`src/rtl/rb_pkg.sv`:
```
`timescale 1ns/1ps
package rb_pkg;
  typedef enum logic [1:0] {
    ST_IDLE = 2'd0,
    ST_TURN = 2'd1,
    ST_SEND = 2'd2
  } rb_state_e;
endpackage

```
`src/rtl/rb_edge_detect.sv`:
```
`timescale 1ns/1ps
module rb_edge_detect #(
  parameter int N = 2
) (
  input  logic         clk,
  input  logic         rst_n,
  input  logic [N-1:0] lvl,
  output logic [N-1:0] rise
);
  for (genvar g = 0; g < N; g++) begin : g_edge
    logic prev_q;
    always_ff @(posedge clk or negedge rst_n) begin
      if (!rst_n) prev_q <= 1'b0;
      else        prev_q <= lvl[g];
    end
    assign rise[g] = lvl[g] & ~prev_q;
  end
endmodule

```
`src/rtl/rb_frame_capture.sv`:
```
`timescale 1ns/1ps
module rb_frame_capture #(
  parameter int          WORD_W   = 8,
  parameter int          SYNC_W   = 4,
  parameter logic [3:0]  SYNC_PAT = 4'b1010,
  localparam int         FRAME_W  = 3 * WORD_W,
  localparam int         PAD_W    = WORD_W - SYNC_W - 3
) (
  input  logic               clk,
  input  logic               rst_n,
  input  logic               load,
  input  logic [1:0]         src_code,
  input  logic               lock_det,
  input  logic [WORD_W-1:0]  result1,
  input  logic [WORD_W-1:0]  result2,
  output logic [FRAME_W-1:0] frame
);
  logic [WORD_W-1:0] header;

  // header: sync pattern, source id, lock status, zero padding in the low bits
  always_comb begin
    header = WORD_W'({SYNC_PAT[SYNC_W-1:0], src_code, lock_det}) << PAD_W;
  end

  always_ff @(posedge clk or negedge rst_n) begin
    if (!rst_n)    frame <= '0;
    else if (load) frame <= {header, result1, result2};
  end

  // snapshot only moves at a capture strobe
  p_snapshot_hold_r6: assert property (@(posedge clk) disable iff (!rst_n)
    !load |=> $stable(frame));
endmodule

```
`src/rtl/rb_shift_ctrl.sv`:
```
`timescale 1ns/1ps
module rb_shift_ctrl
  import rb_pkg::*;
#(
  parameter int FRAME_W    = 24,
  parameter int TURN_EDGES = 5,
  localparam int TC_W      = $clog2(TURN_EDGES + 1),
  localparam int BC_W      = $clog2(FRAME_W + 1)
) (
  input  logic               clk,
  input  logic               rst_n,
  input  logic               cl_rise,
  input  logic               lat_rise,
  input  logic               rd_req,
  input  logic [FRAME_W-1:0] frame,
  output logic               load,
  output logic               sdo,
  output logic               sdo_oe
);
  rb_state_e          state;
  logic               pending;
  logic [TC_W-1:0]    turn_cnt;
  logic [BC_W-1:0]    bit_cnt;
  logic [FRAME_W-1:0] shreg;

  assign load = lat_rise & (pending | rd_req);

  always_ff @(posedge clk or negedge rst_n) begin
    if (!rst_n) begin
      state    <= ST_IDLE;
      pending  <= 1'b0;
      turn_cnt <= '0;
      bit_cnt  <= '0;
      shreg    <= '0;
      sdo      <= 1'b0;
      sdo_oe   <= 1'b0;
    end else if (lat_rise) begin
      pending  <= 1'b0;
      sdo      <= 1'b0;
      sdo_oe   <= 1'b0;
      turn_cnt <= '0;
      bit_cnt  <= '0;
      state    <= load ? ST_TURN : ST_IDLE;
    end else begin
      if (rd_req) pending <= 1'b1;
      case (state)
        ST_TURN: if (cl_rise) begin
          if (turn_cnt == TC_W'(TURN_EDGES - 1)) begin
            state   <= ST_SEND;
            sdo_oe  <= 1'b1;
            sdo     <= frame[FRAME_W-1];
            shreg   <= frame << 1;
            bit_cnt <= BC_W'(1);
          end else begin
            turn_cnt <= turn_cnt + 1'b1;
          end
        end
        ST_SEND: if (cl_rise) begin
          if (bit_cnt == BC_W'(FRAME_W)) begin
            state  <= ST_IDLE;
            sdo_oe <= 1'b0;
            sdo    <= 1'b0;
          end else begin
            sdo     <= shreg[FRAME_W-1];
            shreg   <= shreg << 1;
            bit_cnt <= bit_cnt + 1'b1;
          end
        end
        default: ;
      endcase
    end
  end

  // checker-side count of shift edges seen while the line is driven
  logic [BC_W:0] oe_edges;
  always_ff @(posedge clk or negedge rst_n) begin
    if (!rst_n)                   oe_edges <= '0;
    else if (!sdo_oe)             oe_edges <= '0;
    else if (cl_rise && !lat_rise) oe_edges <= oe_edges + 1'b1;
  end

  p_quiet_line_r1: assert property (@(posedge clk) disable iff (!rst_n)
    !sdo_oe |-> !sdo);
  p_no_req_no_drive_r2: assert property (@(posedge clk) disable iff (!rst_n)
    (lat_rise && !pending && !rd_req) |=> !sdo_oe);
  p_first_bit_on_edge_r3: assert property (@(posedge clk) disable iff (!rst_n)
    $rose(sdo_oe) |-> $past(cl_rise));
  p_bit_on_cl_edge_r4: assert property (@(posedge clk) disable iff (!rst_n)
    (sdo_oe && $past(sdo_oe) && (sdo != $past(sdo))) |-> $past(cl_rise));
  p_drive_window_r7: assert property (@(posedge clk) disable iff (!rst_n)
    oe_edges <= (BC_W+1)'(FRAME_W));
  p_abort_release_r8: assert property (@(posedge clk) disable iff (!rst_n)
    lat_rise |=> !sdo_oe);
endmodule

```
`src/rtl/rb_readback_tx.sv`:
```
`timescale 1ns/1ps
module rb_readback_tx #(
  parameter int WORD_W     = 8,
  parameter int TURN_EDGES = 5,
  localparam int FRAME_W   = 3 * WORD_W
) (
  input  logic              clk,
  input  logic              rst_n,
  input  logic              ser_clk,
  input  logic              ser_latch,
  input  logic              rd_req,
  input  logic [1:0]        src_code,
  input  logic              lock_det,
  input  logic [WORD_W-1:0] result1,
  input  logic [WORD_W-1:0] result2,
  output logic              sdo,
  output logic              sdo_oe
);
  logic [1:0]         rises;
  logic               load;
  logic [FRAME_W-1:0] frame;

  rb_edge_detect #(.N(2)) u_edges (
    .clk   (clk),
    .rst_n (rst_n),
    .lvl   ({ser_latch, ser_clk}),
    .rise  (rises)
  );

  rb_frame_capture #(.WORD_W(WORD_W)) u_capture (
    .clk      (clk),
    .rst_n    (rst_n),
    .load     (load),
    .src_code (src_code),
    .lock_det (lock_det),
    .result1  (result1),
    .result2  (result2),
    .frame    (frame)
  );

  rb_shift_ctrl #(.FRAME_W(FRAME_W), .TURN_EDGES(TURN_EDGES)) u_ctrl (
    .clk      (clk),
    .rst_n    (rst_n),
    .cl_rise  (rises[0]),
    .lat_rise (rises[1]),
    .rd_req   (rd_req),
    .frame    (frame),
    .load     (load),
    .sdo      (sdo),
    .sdo_oe   (sdo_oe)
  );
endmodule

```
`config.mk`:
```
export PLATFORM = sky130hd
export DESIGN_NAME = rb_readback_tx
export DESIGN_NICKNAME = d
export VERILOG_FILES = /design/src/rtl/rb_pkg.sv /design/src/rtl/rb_edge_detect.sv /design/src/rtl/rb_frame_capture.sv /design/src/rtl/rb_shift_ctrl.sv /design/src/rtl/rb_readback_tx.sv
export SDC_FILE = /design/constraint.sdc
export NUM_CORES = 1
export LEC_CHECK = 0
export BUFFER_PORTS_ARGS = -buffer_cell sky130_fd_sc_hd__buf_4
export CAP_MARGIN = 20
export CORE_MARGIN = 3
export CORE_UTILIZATION = 35
export CTS_CLUSTER_SIZE = 10
export DETAILED_ROUTE_END_ITERATION = 10
export PLACE_DENSITY = 0.56
export SLEW_MARGIN = 10
export SYNTH_ARGS = -nofsm -noshare
export SYNTH_HDL_FRONTEND = slang
export SYNTH_SLANG_ARGS = --single-unit
```
`constraint.sdc`:
```
create_clock -name clk -period 1.75 [get_ports clk]
set_clock_uncertainty 0.1 [all_clocks]
set_input_delay 0.35 -clock clk [delete_from_list [all_inputs] [get_ports clk]]
set_output_delay 0.35 -clock clk [all_outputs]
set_load 0.005 [all_outputs]
```
==> Yosys cells after proc, flatten, opt, wreduce, memory -nomap -nowiden <==
Cells that the tools add are included.
{ "word_totals": {"register_bits": 59, "latch_bits": 0, "mem_bits_rw": 0, "mem_bits_ro": 0, "input_bits": 24, "out_inout_bits": 2, "word_cells": 79, "memories": 0} }
{ "classes": {"addsub": 2, "n_mul": 0, "div": 0, "magnitude_cmp": 0, "n_eq_ne": 14, "shifts": 0, "n_mux": 36, "bitwise": 7, "n_reduce_logical": 10} }
{ "ops": {"columns": ["op", "count"], "rows": [
  ["two-way mux 24 bit", 4],
  ["one-hot mux 24 bit (2 select lines)", 1],
  ["two-way mux 5 bit", 5],
  ["two-way mux 1 bit", 13],
  ["two-way mux 3 bit", 4],
  ["inequality test 3 x 1 -> 1 bit, second input constant", 4],
  ["two-way mux 2 bit", 5],
  ["one-hot mux 5 bit (2 select lines)", 1],
  ["AND reduction 5 bit", 2],
  ["inequality test 2 x 1 -> 1 bit, second input constant", 4],
  ["nonzero test 2 bit", 4],
  ["AND reduction 6 bit", 1],
  ["adder 5 x 1 -> 5 bit, second input constant", 1],
  ["equality test 5 bit, second input constant", 1],
  ["one-hot mux 1 bit (2 select lines)", 2],
  ["one-hot mux 2 bit (2 select lines)", 1],
  ["AND reduction 4 bit", 1],
  ["adder 3 x 1 -> 3 bit, second input constant", 1],
  ["bitwise AND 1 bit", 3],
  ["equality test 3 bit, second input constant", 1],
  ["inequality test 3 x 2 -> 1 bit, second input constant", 1],
  ["inverter 1 bit", 3],
  ["AND reduction 3 bit", 1],
  ["nonzero test 3 bit", 1],
  ["other kinds (4)", 4]
]} }

==> Longest topological paths before layout <==
Gate-level depths: netlist of the first run.
{ "logic_depth": {"depth_word": 5, "ltp_mapped": 7, "ltp_nobuf": 6} }

==> Cells and area by module <==
Synthesis of the first run repeated with hierarchy kept, for this count alone.
{ "unflattened": {"cells_unflattened": 231, "hier_area_um2": 2810.2} }
{ "by_module_without_submodules": {"columns": ["module", "instances", "cells_per_inst", "area_per_inst_um2", "seq_area_each_um2"], "rows": [
  ["rb_shift_ctrl", 1, 180, 1884.3, 875.8],
  ["rb_frame_capture", 1, 47, 848.3, 500.5],
  ["rb_edge_detect", 1, 4, 77.6, 50.0]
]} }

==> Least setup slack after synthesis of the first run <==
No wires, ideal clock.
{ "synth_timing": {"path_type": "register to register", "start": "register u_ctrl.state[0]", "end": "register u_ctrl.shreg[2]", "setup_ps": 125, "t_arrival_ps": 1652, "required_ps": 1525, "slack_ps": -128, "stages_incl_launch_ff": 7, "n_path_buf": 2, "period_less_slack_ps": 1878, "path_cell_list": "dfrtp_1 > inv_1 > ha_1 > buf_2 > buf_2 > mux2_2 > mux2_4"} }
{ "synth_between": {"elab_chain_cells": 3, "elab_cells_between_ends": 9, "cone_classes": "6 x eq/ne; 1 x mux; 2 x reduce/logical"} }
{ "synth_lines": {"columns": ["element", "line_no", "rtl"], "rows": [
  ["start, declared", "rb_shift_ctrl.sv:20", "rb_state_e state;"],
  ["start signal, assigned", "rb_shift_ctrl.sv:43", "state <= load ? ST_TURN : ST_IDLE;"],
  ["equality test 2 bit or equality test 2 x 1 -> 1 bit (tied branches)", "rb_shift_ctrl.sv:46", "case (state)"],
  ["inequality test 2 x 1 -> 1 bit (no line) (tied with other cells)", null, null],
  ["AND reduction 6 bit (no line)", null, null],
  ["end signal, assigned", "rb_shift_ctrl.sv:52", "shreg <= frame << 1;"],
  ["end signal, assigned", "rb_shift_ctrl.sv:65", "shreg <= shreg << 1;"],
  ["end, declared", "rb_shift_ctrl.sv:24", "logic [FRAME_W-1:0] shreg;"]
]} }
Parallel ways exist; a longest one is shown, timed or not.
A chain may end at the register's enable or synchronous reset.

==> Worst setup path after layout of the first run <==
{ "layout_timing": {"start": "register u_ctrl.bit_cnt[1]", "end": "register u_ctrl.shreg[16]"} }
{ "layout_between": {"elab_chain_cells": 3} }
{ "layout_lines": {"columns": ["element", "line_no", "rtl"], "rows": [
  ["start, declared", "rb_shift_ctrl.sv:23", "logic [BC_W-1:0] bit_cnt;"],
  ["start signal, assigned", "rb_shift_ctrl.sv:66", "bit_cnt <= bit_cnt + 1'b1;"],
  ["equality test 5 bit", "rb_shift_ctrl.sv:59", "if (bit_cnt == BC_W'(FRAME_W)) begin"],
  ["inequality test 2 bit (no line)", null, null],
  ["AND reduction 6 bit (no line)", null, null]
]} }
Every way passes these cells.

==> results.toml, run 1 <==
[cells_and_area]
final_common_cell = "dfrtp_1"
nNetsFinal = 301
antenna_cells = 0
fillerInstances = 665
fin_area_mm2 = 0.00367
drive_above_1_share_pct = 54.5
final_core_util_pct = 49.0
instances_no_fill = 374
area_growth_pct = 31.1
mostFrequentLayoutCells = "dfrtp_1 (57), buf_4 (53), mux2_2 (37)"

[global_routing]
antenna_found_initial = 0
grt_pass1_vias = 1827
grt_max_degree = 26
grtUsageMet3_pct = 2.92
met2_usage_pct = 19.1
grt_overflow_total = 0
grt_pass1_wl_mm = 8.81
grt-busiest-layer = "met2"
grtUsageMet1_pct = 17.1
grt_usage_pct = 12.8

[flow_run]
drv_cap = 0

[floorplan]
die-area_mm2 = 0.00910
core.rowCount = 31
dieHeight_um = 95.4
core_area_mm2 = 0.00749
die_x_um = 95.4
start_util_pct = 37.4
pin_count = 26

[sta]
holdWs_ns = 0.0449
period_minus_slack_ns = 1.79
finalCritPeriodShare_pct = 103
finalHoldViolCount = 0
slew-limit-headroom_pct = 55.9
maxSlewViolCount = 0
fmax_ghz = 0.557
rsz0062_at_grt = "true"
finalSetupTns_ns = -0.770
setup-violations-final = 21
worst_slack_ns = -0.0441
tightest_slew_ns = 0.660

[synthesis]
synth.net_count = 238
yosysWarnings = 0
yosysSeqAreaShare_pct = 51.0
synth-main-ff-cell = "dfrtp_1"
synth-seq-cells = 57
syn_area_mm2 = 0.00280
synth_edf_count = 0
synth_top_family_by_area = "multiplexers"
async_flop_share_pct = 100
synth_mux_area_share_pct = 26.7
synth_adder_area_share_pct = 2.68
synthXorXnorAreaFrac_pct = 0.626
synth_compound_area_share_pct = 7.07
ys_types = 45
synth_cells = 208
synth-simple-area-share_pct = 8.68
post_synth.cell_area_avg_um2 = 13.5

[detailed_routing]
ant_nets = 0
wirelength_mm = 5.14
routedWlPerCell_um = 13.7
drc = 0
avgViaCountPerCell = 4.68
drtIter0Drc = 37
dr.pass1.iters = 4
via_count = 1752

[status]
status = "finished, violations left"
violations = "setup timing"

[power_and_ir_drop]
fin_total_pwr_mw = 5.57
clockPowerShare_pct = 23.8
power_density_mw_per_mm2 = 1520
power_switching_share_pct = 28.8
power_switching_mw = 1.61
intPower_mw = 3.97
power.share.combinational_pct = 41.4
leakage_nw = 1.73
peakVddDrop_uv = 540
p_seq_share_pct = 34.8

[clocking]
clockBufferDepth = 2
clk_latency_ns = 0.32
cts_tree = "yes"
numCtsBuffers = 9
cts.reportedPaths.clkPinSlew_ns = 0.06
clkSinkCount = 57
h-tree-depth = 3
cts-root-buf = "clkbuf_8"

[placed_design]
dpl_cell_area_mm2 = 0.00334
dp_hpwl_mm = 3.64
dp.cells = 351
place_ws_ns = -0.0738
port_buffers = 25
gp_congestion = 0.745

[critical_path]
startpoint_type = "flop"
worst-path-max-fanout = 10
cp.arrival_ns = 1.90
crit_type = "flop to flop"
worstPathRequired_ns = 1.86
critPathCaptureType = "flop"

[worst_hold_path]
hp-class = "primary input to flop"
==> cells in the mapped netlist (2+ instances only) <==
cell	instances	area (um2)
a211oi_1	3	22.5
a21o_1	2	15.0
a21oi_1	3	15.0
a31oi_1	2	12.5
and4_1	2	17.5
buf_2	5	25.0
buf_6	2	22.5
clkbuf_1	2	7.51
dfrtp_1	57	1430
ha_1	6	75.1
inv_1	10	37.5
mux2_2	40	450
mux2_4	17	255
mux2i_1	4	40.0
nand2_1	8	30.0
nand2b_1	2	12.5
nand3_1	2	10.0
nand4_1	2	12.5
nor2_1	9	33.8
nor2b_1	3	18.8
nor3_1	2	10.0
o21bai_1	2	15.0
==> state kept, by name (all words and copies together) (netlist names) <==
name,count
u_ctrl.turn_cnt,3
u_edges.g_edge.prev_q,2
u_capture.frame,20
u_ctrl.pending,1
u_ctrl.sdo,1
u_ctrl.bit_cnt,5
u_ctrl.shreg,23
u_ctrl.state,2
==> cell type report <==
cell class                      instances  area [um2]  share of cell area (%)
Clock inverter                          3        65.1                    1.77
Tap cell                               99         124                    3.38
Sequential cell                        57        1430                    38.9
Timing Repair Buffer                   61         531                    14.5
Clock buffer                           12         145                    3.96
Multi-Input combinational cell        132        1340                    36.5
Inverter                               10        37.5                    1.02
==> final timing paths <==
path                                     start                        to  slack, ns  depth (start not counted)
max                          u_ctrl.bit_cnt[1]          u_ctrl.shreg[16]      -0.04                          7
min                                  ser_latch  u_edges.g_edge[1].prev_q       0.04                          1
max reg2reg                  u_ctrl.bit_cnt[1]          u_ctrl.shreg[16]      -0.04                          7
min reg2reg                u_capture.frame[21]       u_capture.frame[21]       0.37                          1
max in group asynchronous                rst_n       u_capture.frame[10]       0.70                          3
min in group asynchronous                rst_n           u_ctrl.shreg[3]       0.37                          2
==> cell families (layout without fill, tap and decap cells) <==
family          count (synthesis)  after routing
mux                            61             61
flops                          57             57
simple gates                   39             39
compound gates                 24             24
buf+inv                        19             86
fa+ha+maj                       6              6
xor+xnor                        2              2
==> power groups by stage <==
stage          clock, mW  combinational, mW  sequential, mW
2_1_floorplan          0               1.44            1.91
3_3_place_gp           0               2.09            1.96
3_5_place_dp           0               2.12            1.96
4_1_cts             1.37               2.18            1.94
5_1_grt             1.41               2.54            2.00
6_report            1.33               2.31            1.94
==> repair_timing <==
action | 4_1_cts | 5_1_grt
setup buffers | 3 | 4
hold buffers | 1 | 0
endpoints found under the setup margin | 22 | 30
cloned | 0 | 0
pin swaps | 1 | 5
gates resized for setup | 7 | 8
hold endpoints to repair | 23 | 0
==> layer usage <==
metal,share of wire [%],vias up
met5,0,-
met4,2.0,0
met3,2.7,9
met2,47,23
met1,49,854
li1,-,866
==> critical path: stages (launching register included) <==
cell	delay, ns
dfrtp_1	0.37
inv_1	0.06
ha_2	0.19
nand4b_4	0.11
or2_4	0.26
nand4_4	0.14
buf_12	0.16
mux2_4	0.29
Power figures use the tool's default switching activity.
==> run 2: changes to the inputs <==
Settings changed: CORE_UTILIZATION 35 to 40, PLACE_DENSITY 0.56 to 0.59.
Clock period 1.75 ns to 2 ns, I/O delays scaled along.
==> results.toml, run 2 (same netlist as run 1, synthesis figures left out) <==
[status]
status = "finished clean"

[cells_and_area]
nNetsFinal = 279
instances_no_fill = 345
final_common_cell = "dfrtp_1"
antenna_cells = 0
regMostFlops = "u_ctrl.shreg"
multi_input_area_mm2 = 0.00128
area_growth_pct = 21.2
largest_reg_flops = 23
drive_above_1_share_pct = 46.8
fillerInstances = 571
seqCellArea_mm2 = 0.00143
final_core_util_pct = 51.6
mostFrequentLayoutCells = "dfrtp_1 (57), mux2_2 (40), buf_4 (36)"
top_regs = "u_ctrl.shreg: 23 flops, u_capture.frame: 20 flops, u_ctrl.bit_cnt: 5 flops"

[global_routing]
grt_pass1_vias = 1708
grt_pass1_wl_mm = 8.32
grt_max_degree = 58
antenna_found_initial = 0
grt_usage_pct = 13.7
grt_overflow_total = 0

[placed_design]
gp_congestion = 0.806
place_ws_ns = 0.115
dp_hpwl_mm = 3.38
port_buffers = 25
dp.cells = 331

[sta]
finalSetupTns_ns = 0
worst_slack_ns = 0.105
finalHoldViolCount = 0
period_minus_slack_ns = 1.90
slew-limit-headroom_pct = 52.4
finalCritPeriodShare_pct = 94.8
rsz0062_at_grt = "false"
setup-violations-final = 0
maxSlewViolCount = 0
tightest_slew_ns = 0.714
fmax_ghz = 0.528

[clocking]
cts.reportedPaths.clkPinSlew_ns = 0.07
numCtsBuffers = 9
clockBufferDepth = 2
h-tree-depth = 3
cts-resized-gates = 0
clkSinkCount = 57
postCtsSetupBuffers = 0
clk_latency_ns = 0.32
cts_tree = "yes"
cts-root-buf = "clkbuf_8"
cts_hold_buffers = 0

[floorplan]
die_x_um = 89.6
core.rowCount = 29
dieHeight_um = 89.6
die-area_mm2 = 0.00803
core_area_mm2 = 0.00657
pin_count = 26
start_util_pct = 42.6

[critical_path]
cpLargestDelayFamily = "simple AND/OR/NAND/NOR gates"
slowest_stage = "dfrtp_1"
cp_num_buf_inv = 2
worst-path-stages = 7
worst-path-max-fanout = 6
startpoint_type = "flop"
crit_type = "flop to flop"
worstPathRequired_ns = 2.11
crit_chain = "inv_1 > ha_1 > nand4b_4 > or2_4 > nand4_4 > buf_4 > mux2_4"
cp_slowest_stage_delay_ns = 0.38
cp.arrival_ns = 2.00
critPathCaptureType = "flop"
reg2reg_depth = 7

[detailed_routing]
routedWlPerCell_um = 14.0
ant_nets = 0
drc = 0
via_count = 1690
wirelength_mm = 4.83
drtIter0Drc = 60
avgViaCountPerCell = 4.90
dr.pass1.iters = 4

[worst_hold_path]
hp-class = "primary input to asynchronous set/reset pin"

[power_and_ir_drop]
fin_total_pwr_mw = 4.45
leakage_nw = 1.60
peakVddDrop_uv = 567
power_density_mw_per_mm2 = 1310

[flow_run]
drv_cap = 0
-- run 2: cell types whose count changed in the layout (fill, tap and decap cells not counted), sizes merged --
cell / before / now
buf: 60 / 39
clkbuf: 12 / 10
clkinv: 1 / 2
dlygate4sd3: 1 / 0
-- run 2: per-layer routing --
layer | up-vias | wire, um | global-route usage, %
met1 | 829 | 2360 | 19.4
met5 | - | 0 | 0
li1 | 826 | - | -
met4 | 0 | 85 | 7.04
met3 | 9 | 133 | 3.19
met2 | 26 | 2260 | 19.6
-- run 2: final cells by class --
| cell class | count | share of cell area, % |
|---|---|---|
| flip-flops and latches | 57 | 42.1 |
| multi-input cells | 132 | 37.8 |
| repair buffers | 39 | 9.75 |
| clock buffers | 10 | 3.77 |
| well taps | 93 | 3.43 |
| clock inverters | 4 | 2.07 |
| inverters | 10 | 1.11 |
-- run 2: per-stage QoR --
step	instance area (um2)	hold slack, ns
final	3390	0.0271
after global routing	3390	0.0805
after CTS	3390	0.0529
after detailed placement	3190	0.349
after global placement	3190	0.349
after floorplan	2800	0.00441
-- run 2: worst register-to-register path, cell delays in order, from the launching register on --
cell	delay, ns
dfrtp_1	0.38
inv_1	0.06
ha_1	0.19
nand4b_4	0.13
or2_4	0.26
nand4_4	0.15
buf_4	0.20
mux2_4	0.31
-- run 2: path summary, 6_finish.rpt --
path                                           from  slack, ns                       end
max in group asynchronous                     rst_n       1.29        u_capture.frame[5]
min in group clk                          ser_latch       0.09  u_edges.g_edge[1].prev_q
worst min-delay path                          rst_n       0.03          u_ctrl.shreg[22]
worst max-delay path              u_ctrl.bit_cnt[0]       0.10           u_ctrl.shreg[2]
worst min register to register  u_capture.frame[21]       0.37       u_capture.frame[21]
worst max register to register    u_ctrl.bit_cnt[0]       0.10           u_ctrl.shreg[2]
-- run 2: where the power goes --
part	internal, mW	switching [mW]
Combinational	0.944	0.697
Sequential	1.51	0.185
Clock	0.684	0.431
